===== src/rtl/eee_pkg.sv =====
package eee_pkg;
    typedef enum logic [1:0] {
        ST_ACTIVE = 2'd0,
        ST_LPI    = 2'd1,
        ST_WAKE   = 2'd2
    } lpi_state_e;

    localparam int EV_TX_ENTER = 0;
    localparam int EV_TX_EXIT  = 1;
    localparam int EV_RX_ENTER = 2;
    localparam int EV_RX_EXIT  = 3;
    localparam int EV_NUM      = 4;
endpackage


===== src/rtl/eee_ls_timer.sv =====
module eee_ls_timer #(
    parameter int US_PER_MS = 1000,
    parameter int LS_W      = 11
) (
    input  logic            clk,
    input  logic            rst_n,
    input  logic            us_tick,
    input  logic            link_up,
    input  logic [LS_W-1:0] ls_ms,
    output logic            ls_met
);
    localparam int PW = (US_PER_MS > 1) ? $clog2(US_PER_MS) : 1;
    localparam logic [PW-1:0]   PRE_LAST = PW'(US_PER_MS - 1);
    localparam logic [LS_W-1:0] MS_MAX   = '1;

    logic [PW-1:0]   pre_q;
    logic [LS_W-1:0] ms_q;

    always_ff @(posedge clk or negedge rst_n) begin
        if (!rst_n) begin
            pre_q <= '0;
            ms_q  <= '0;
        end else if (!link_up) begin
            pre_q <= '0;
            ms_q  <= '0;
        end else if (us_tick) begin
            if (pre_q == PRE_LAST) begin
                pre_q <= '0;
                if (ms_q != MS_MAX) ms_q <= ms_q + 1'b1;
            end else begin
                pre_q <= pre_q + 1'b1;
            end
        end
    end

    assign ls_met = link_up && (ms_q >= ls_ms);


    ls_restart_chk: assert property (@(posedge clk) disable iff (!rst_n)
        !link_up |=> (ms_q == '0 && pre_q == '0));
endmodule


===== src/rtl/eee_wake_timer.sv =====
module eee_wake_timer #(
    parameter int TW_W = 16
) (
    input  logic            clk,
    input  logic            rst_n,
    input  logic            us_tick,
    input  logic            load,
    input  logic [TW_W-1:0] load_val,
    output logic            done
);
    logic [TW_W-1:0] cnt_q;

    always_ff @(posedge clk or negedge rst_n) begin
        if (!rst_n)                      cnt_q <= '0;
        else if (load)                   cnt_q <= load_val;
        else if (us_tick && cnt_q != '0) cnt_q <= cnt_q - 1'b1;
    end

    assign done = (cnt_q == '0);


    wake_load_chk: assert property (@(posedge clk) disable iff (!rst_n)
        load |=> (cnt_q == $past(load_val)));
endmodule


===== src/rtl/eee_event_reg.sv =====
module eee_event_reg #(
    parameter int N = 4
) (
    input  logic         clk,
    input  logic         rst_n,
    input  logic [N-1:0] set_v,
    input  logic         clr,
    output logic [N-1:0] ev,
    output logic         irq
);
    logic [N-1:0] ev_q;

    always_ff @(posedge clk or negedge rst_n) begin
        if (!rst_n)   ev_q <= '0;
        else if (clr) ev_q <= set_v;
        else          ev_q <= ev_q | set_v;
    end

    assign ev  = ev_q;
    assign irq = |ev_q;


    read_clear_chk: assert property (@(posedge clk) disable iff (!rst_n)
        clr |=> ((ev_q & ~$past(set_v)) == '0));

    irq_cause_chk: assert property (@(posedge clk) disable iff (!rst_n)
        $rose(irq) |-> ($past(set_v) != '0));
endmodule


===== src/rtl/eee_idle_fsm.sv =====
module eee_idle_fsm
    import eee_pkg::*;
(
    input  logic clk,
    input  logic rst_n,
    input  logic lpi_en,
    input  logic lpi_auto,
    input  logic link_up,
    input  logic ls_met,
    input  logic tx_pending,
    input  logic wake_done,
    output logic wake_load,
    output logic ev_enter,
    output logic ev_exit,
    output logic tx_lpi,
    output logic tx_ready
);
    lpi_state_e cur_q, nxt;
    logic go_idle, leave_idle;

    assign go_idle    = lpi_en && lpi_auto && link_up && ls_met && !tx_pending;
    assign leave_idle = tx_pending || !lpi_en || !lpi_auto || !link_up;

    always_ff @(posedge clk or negedge rst_n) begin
        if (!rst_n) cur_q <= ST_ACTIVE;
        else        cur_q <= nxt;
    end

    always_comb begin
        nxt = cur_q;
        unique case (cur_q)
            ST_ACTIVE: if (go_idle)    nxt = ST_LPI;
            ST_LPI:    if (leave_idle) nxt = ST_WAKE;
            ST_WAKE:   if (wake_done)  nxt = ST_ACTIVE;
            default:                   nxt = ST_ACTIVE;
        endcase
    end

    always_comb begin
        tx_lpi    = (cur_q == ST_LPI);
        tx_ready  = (cur_q == ST_ACTIVE);
        ev_enter  = (cur_q == ST_ACTIVE) && (nxt == ST_LPI);
        ev_exit   = (cur_q == ST_LPI) && (nxt == ST_WAKE);
        wake_load = ev_exit;
    end


    entry_gate_chk: assert property (@(posedge clk) disable iff (!rst_n)
        $rose(tx_lpi) |-> $past(lpi_en && lpi_auto && link_up && !tx_pending && ls_met));

    pending_exit_chk: assert property (@(posedge clk) disable iff (!rst_n)
        (tx_lpi && tx_pending) |=> (!tx_lpi && !tx_ready));

    forced_exit_chk: assert property (@(posedge clk) disable iff (!rst_n)
        (tx_lpi && (!link_up || !lpi_en)) |=> !tx_lpi);

    ready_lpi_excl_chk: assert property (@(posedge clk) disable iff (!rst_n)
        !(tx_lpi && tx_ready));
endmodule


===== src/rtl/eee_lpi_ctrl.sv =====
module eee_lpi_ctrl
    import eee_pkg::*;
#(
    parameter int US_PER_MS = 1000,
    parameter int LS_W      = 11,
    parameter int TW_W      = 16
) (
    input  logic              clk,
    input  logic              rst_n,
    input  logic              us_tick,
    input  logic              lpi_en,
    input  logic              lpi_auto,
    input  logic              link_up,
    input  logic [LS_W-1:0]   ls_ms,
    input  logic [TW_W-1:0]   tw_us,
    input  logic              tx_pending,
    input  logic              rx_lpi_enter,
    input  logic              rx_lpi_exit,
    input  logic              stat_rd,
    output logic              tx_lpi,
    output logic              tx_ready,
    output logic [EV_NUM-1:0] lpi_events,
    output logic              lpi_irq
);
    logic ls_met, wake_done, wake_load, ev_enter, ev_exit;
    logic [EV_NUM-1:0] set_v;

    eee_ls_timer #(.US_PER_MS(US_PER_MS), .LS_W(LS_W)) u_ls (
        .clk(clk), .rst_n(rst_n), .us_tick(us_tick), .link_up(link_up),
        .ls_ms(ls_ms), .ls_met(ls_met));

    eee_wake_timer #(.TW_W(TW_W)) u_tw (
        .clk(clk), .rst_n(rst_n), .us_tick(us_tick), .load(wake_load),
        .load_val(tw_us), .done(wake_done));

    eee_idle_fsm u_fsm (
        .clk(clk), .rst_n(rst_n), .lpi_en(lpi_en), .lpi_auto(lpi_auto),
        .link_up(link_up), .ls_met(ls_met), .tx_pending(tx_pending),
        .wake_done(wake_done), .wake_load(wake_load), .ev_enter(ev_enter),
        .ev_exit(ev_exit), .tx_lpi(tx_lpi), .tx_ready(tx_ready));

    always_comb begin
        set_v              = '0;
        set_v[EV_TX_ENTER] = ev_enter;
        set_v[EV_TX_EXIT]  = ev_exit;
        set_v[EV_RX_ENTER] = rx_lpi_enter;
        set_v[EV_RX_EXIT]  = rx_lpi_exit;
    end

    eee_event_reg #(.N(EV_NUM)) u_ev (
        .clk(clk), .rst_n(rst_n), .set_v(set_v), .clr(stat_rd),
        .ev(lpi_events), .irq(lpi_irq));
endmodule


===== config.mk =====
export PLATFORM = sky130hd
export DESIGN_NAME = eee_lpi_ctrl
export DESIGN_NICKNAME = d
export VERILOG_FILES = /design/src/rtl/eee_pkg.sv /design/src/rtl/eee_ls_timer.sv /design/src/rtl/eee_wake_timer.sv /design/src/rtl/eee_event_reg.sv /design/src/rtl/eee_idle_fsm.sv /design/src/rtl/eee_lpi_ctrl.sv
export SDC_FILE = /design/constraint.sdc
export NUM_CORES = 1
export LEC_CHECK = 0
export ABC_AREA = 1
export BUFFER_PORTS_ARGS = -buffer_cell sky130_fd_sc_hd__buf_2
export CAP_MARGIN = 30
export CORE_MARGIN = 2
export CORE_UTILIZATION = 48
export CTS_CLUSTER_DIAMETER = 60
export CTS_CLUSTER_SIZE = 8
export DETAILED_ROUTE_END_ITERATION = 6
export MAX_ROUTING_LAYER = met4
export PLACE_DENSITY = 0.69
export SYNTH_ARGS = -nofsm -noshare
export SYNTH_HDL_FRONTEND = slang
export SYNTH_SLANG_ARGS = --single-unit

===== constraint.sdc =====
create_clock -name clk -period 1.8 [get_ports clk]
set_input_delay 0.09 -clock clk [delete_from_list [all_inputs] [get_ports clk]]
set_output_delay 0.09 -clock clk [all_outputs]
set_load 0.01 [all_outputs]

==> out/metrics.json <==
{
  "outcome": {
    "status": "complete, no violations"
  },
  "floorplan": {
    "floorplan.die_area_um2": 6450,
    "fp-row-count": 27,
    "dieHeight_um": 80.3,
    "io_pins": 44,
    "core_region_area_um2": 5570,
    "start_util_pct": 50.1,
    "horizontal_die_dimension_um": 80.3
  },
  "setup_path": {
    "crit_fanout": 13,
    "r2r-start": "u_ls.ms_q[0]$_DFFE_PN0P_",
    "worst_setup_path_end_kind": "flip-flop",
    "worstRegToRegCells": 10,
    "setup.reg_to_reg.worst_slack_ns": 0.11,
    "timing.critical_path.arrival_ns": 1.89,
    "reg2reg_to": "u_ls.ms_q[6]$_DFFE_PN0P_",
    "timing_worst_setup_path_type": "flip-flop to flip-flop",
    "timing.critical_path.from_type": "flip-flop",
    "cp_data_required_time_ns": 2.00
  },
  "finish": {
    "num-nets-final": 493,
    "insertedDiodeCount": 0,
    "n_fill_cell": 520,
    "synthToLayoutAreaGrowth_pct": 20.0,
    "area.sequential_um2": 1080,
    "final_layout_size_suffix_gt1_share_pct": 19.6,
    "multi_input_area_um2": 1490
  },
  "synthesis": {
    "synth_top_cells_by_area": "sky130_fd_sc_hd__dfrtp_1 (38%), sky130_fd_sc_hd__nand2_1 (12%), sky130_fd_sc_hd__inv_1 (7.3%)",
    "post_synth.cell_area_avg_um2": 7.36,
    "synth.cell_area_um2": 2800,
    "synth.top_cells.by_count": "sky130_fd_sc_hd__nand2_1 (91), sky130_fd_sc_hd__inv_1 (54), sky130_fd_sc_hd__dfrtp_1 (43), sky130_fd_sc_hd__nor2_1 (42), sky130_fd_sc_hd__nand3_1 (34)",
    "synth_cell_types": 34,
    "synth.net_count": 431,
    "yosys_warnings": 0,
    "synth_cells": 380,
    "synth.ff_latch_count": 43,
    "count_of_flip_flops_with_a_built_in_enable_after_synthesis": 0,
    "synth_top_area_share_pct": 38.5,
    "postSynth.asyncResetShare_pct": 100,
    "post-synth-top-area-cell": "sky130_fd_sc_hd__dfrtp_1",
    "ys_seq_area_share_pct": 38.5,
    "top_ff_cell_synth": "sky130_fd_sc_hd__dfrtp_1",
    "synth.most_common_cell": "sky130_fd_sc_hd__nand2_1"
  },
  "timing": {
    "number_of_pins_with_negative_max_slew_slack_in_the_final_report": 0,
    "timing.final.hold_violations": 0,
    "final_critical_path_setup_slack_ns": 0.110,
    "timing.final.crit_share_pct": 93.9,
    "max_slew_headroom_at_the_worst_pin_pct": 63.2,
    "worst-slew-pin-transition_ns": 0.552,
    "hold-worst-slack_ns": 0.00695,
    "achievable_frequency_ghz": 0.592,
    "setup_failing_eps_final": 0,
    "totalNegativeSetupSlack_ns": 0,
    "timing.clock.skew_ns": 0.00609,
    "post-route-min-period_ns": 1.69
  },
  "drt": {
    "drc": 0,
    "ant_nets": 0,
    "routed_via_count_divided_by_cell_count": 5.00,
    "drt-initial-drc-count": 148,
    "post_dr_wirelength_cell_um": 11.9,
    "wl_um": 6130,
    "detail_route.first_pass.iterations": 4,
    "via_count": 2574
  },
  "global_route": {
    "grt_pass1_wl_um": 10300,
    "global_route.usage.total_pct": 21.1,
    "grt_overflow_total": 0,
    "via_count_of_the_first_global_routing_pass": 2362,
    "number_of_antenna_violations_at_the_first_check_in_global_routing": 0,
    "grt_start_max_net_pins": 44
  },
  "placement": {
    "place.port_buffers": 43,
    "placement.setup.worst_slack_ns": 0.0475,
    "hpwlAfterDp_um": 4580,
    "gp_congestion": 0.873
  },
  "clock_network": {
    "cts_inserted_buffers": 5,
    "tritoncts": "done",
    "cts_sinks": 43,
    "h-tree-depth": 2,
    "clkSlewWorstSetupHoldPaths_ns": 0.09,
    "clock_insertion_delay_worst_skew_ns": 0.30,
    "max-clock-path-buffers": 2,
    "cts_root_buffer": "sky130_fd_sc_hd__clkbuf_8"
  },
  "min_path": {
    "min_from": "stat_rd",
    "worst_min_delay_path_endpoint": "u_ev.ev[3]$_DFF_PN0_",
    "min-delay-path-class": "primary input to flip-flop",
    "hold-path-cell-count": 2
  },
  "pwr": {
    "vdd_ir_drop_max_v": 0.000597,
    "power_leakage_nw": 1.75,
    "pwr_cell_area_nw_per_um2": 801
  },
  "flow_run": {
    "maxCapViolCount": 0
  }
}
[power breakdown]
part           leakage (nW)  total [mW]  switching, mW  internal, mW
logic                  1.13       0.681          0.384         0.297
registers             0.562        1.23          0.134          1.09
clock network        0.0581       0.778          0.365         0.414
[layer usage]
layer | track usage [%] | vias to the layer above | share of wire, %
li1 | - | 1355 | -
met1 | 28.3 | 1149 | 47
met2 | 33.4 | 64 | 46
met3 | 3.37 | 6 | 5.5
met4 | 5.93 | 0 | 1.2
met5 | - | - | 0
[through the flow]
stage	power (mW)	instance area [um^2]	std cells	util (%)
finish	2.68	3350	515	60.2
global route	2.85	3350	515	60.2
CTS	2.65	3290	512	59.1
detailed placement	1.87	3140	500	56.3
global placement	1.86	3140	500	56.3
floorplan	1.66	2800	380	-
[cells by family after synthesis]
group,synth area share (%)
DFF,38.5
xor gates and xnor gates,4.07
and+or+nand+nor,32.1
adders and majority gates,6.27
buffers and inverters,9.36
AOI/OAI and AO/OA,9.67
[layout make-up]
class	count	area share [%]
clock buffer	5	2.05
multi-input combinational	274	44.5
tap	72	2.69
timing repair buffer	62	11.0
sequential	43	32.1
clock inverter	3	1.31
inverter	56	6.42
[registers in the layout, summed over array words and instances (netlist names)]
register / cells
u_tw.cnt_q: 16
u_ls.ms_q: 11
u_ls.pre_q: 10
u_ev.ev: 4
u_fsm.cur_q: 2
[cell usage in the layout, fill, tap and decap left out, types with 2 or more instances in the layout]
cell type / instances
sky130_fd_sc_hd__nand2_1: 91
sky130_fd_sc_hd__inv_1: 53
sky130_fd_sc_hd__buf_2: 43
sky130_fd_sc_hd__dfrtp_1: 43
sky130_fd_sc_hd__nor2_1: 40
sky130_fd_sc_hd__nand3_1: 34
sky130_fd_sc_hd__o21ai_0: 18
sky130_fd_sc_hd__buf_4: 15
sky130_fd_sc_hd__xor2_1: 12
sky130_fd_sc_hd__ha_1: 12
sky130_fd_sc_hd__nand4_1: 8
sky130_fd_sc_hd__o21ai_1: 8
sky130_fd_sc_hd__nor3_1: 8
sky130_fd_sc_hd__a21oi_1: 6
sky130_fd_sc_hd__o211ai_1: 6
sky130_fd_sc_hd__clkbuf_8: 5
sky130_fd_sc_hd__nor2_2: 4
sky130_fd_sc_hd__dlygate4sd3_1: 4
sky130_fd_sc_hd__nand3_2: 3
sky130_fd_sc_hd__or2_2: 3
sky130_fd_sc_hd__nor4_1: 3
sky130_fd_sc_hd__a31oi_1: 3
sky130_fd_sc_hd__o21bai_1: 2
sky130_fd_sc_hd__inv_4: 2
[worst max-delay path, cell delays in order, from the launching register on]
cell and delay (ns):
sky130_fd_sc_hd__dfrtp_1 0.41, sky130_fd_sc_hd__ha_2 0.22, sky130_fd_sc_hd__nand3_1 0.10, sky130_fd_sc_hd__nor2_2 0.13
sky130_fd_sc_hd__nand2_1 0.08, sky130_fd_sc_hd__nor2_1 0.10, sky130_fd_sc_hd__nand3_1 0.18, sky130_fd_sc_hd__nand2_8 0.17
sky130_fd_sc_hd__inv_4 0.07, sky130_fd_sc_hd__nand3_1 0.06, sky130_fd_sc_hd__o21ai_1 0.06
[repair_timing]
action | 4_1_cts | 5_1_grt
hold endpoints to repair | 46 | 0
buffers inserted | 0 | 3
gates resized for setup | 0 | 10
hold buffers | 4 | 0
endpoints found under the setup margin | 0 | 18
[worst max path at each step]
stage | slack, ns | endpoint | startpoint | cells after the start
2_1_floorplan | 0.26 | u_tw.cnt_q[13]$_DFFE_PN0P_ | u_tw.cnt_q[0]$_DFFE_PN0P_ | 11
3_3_place_gp | 0.06 | u_ls.ms_q[10]$_DFFE_PN0P_ | u_ls.pre_q[0]$_DFFE_PN0P_ | 11
3_5_place_dp | 0.05 | u_ls.ms_q[6]$_DFFE_PN0P_ | u_ls.pre_q[0]$_DFFE_PN0P_ | 11
4_1_cts | 0.03 | u_ls.ms_q[6]$_DFFE_PN0P_ | u_ls.pre_q[0]$_DFFE_PN0P_ | 11
5_1_grt | -0.07 | u_ls.ms_q[5]$_DFFE_PN0P_ | u_ls.ms_q[1]$_DFFE_PN0P_ | 10
6_report | 0.11 | u_ls.ms_q[6]$_DFFE_PN0P_ | u_ls.ms_q[0]$_DFFE_PN0P_ | 10
Note: power is estimated with default switching activity, not from simulation.
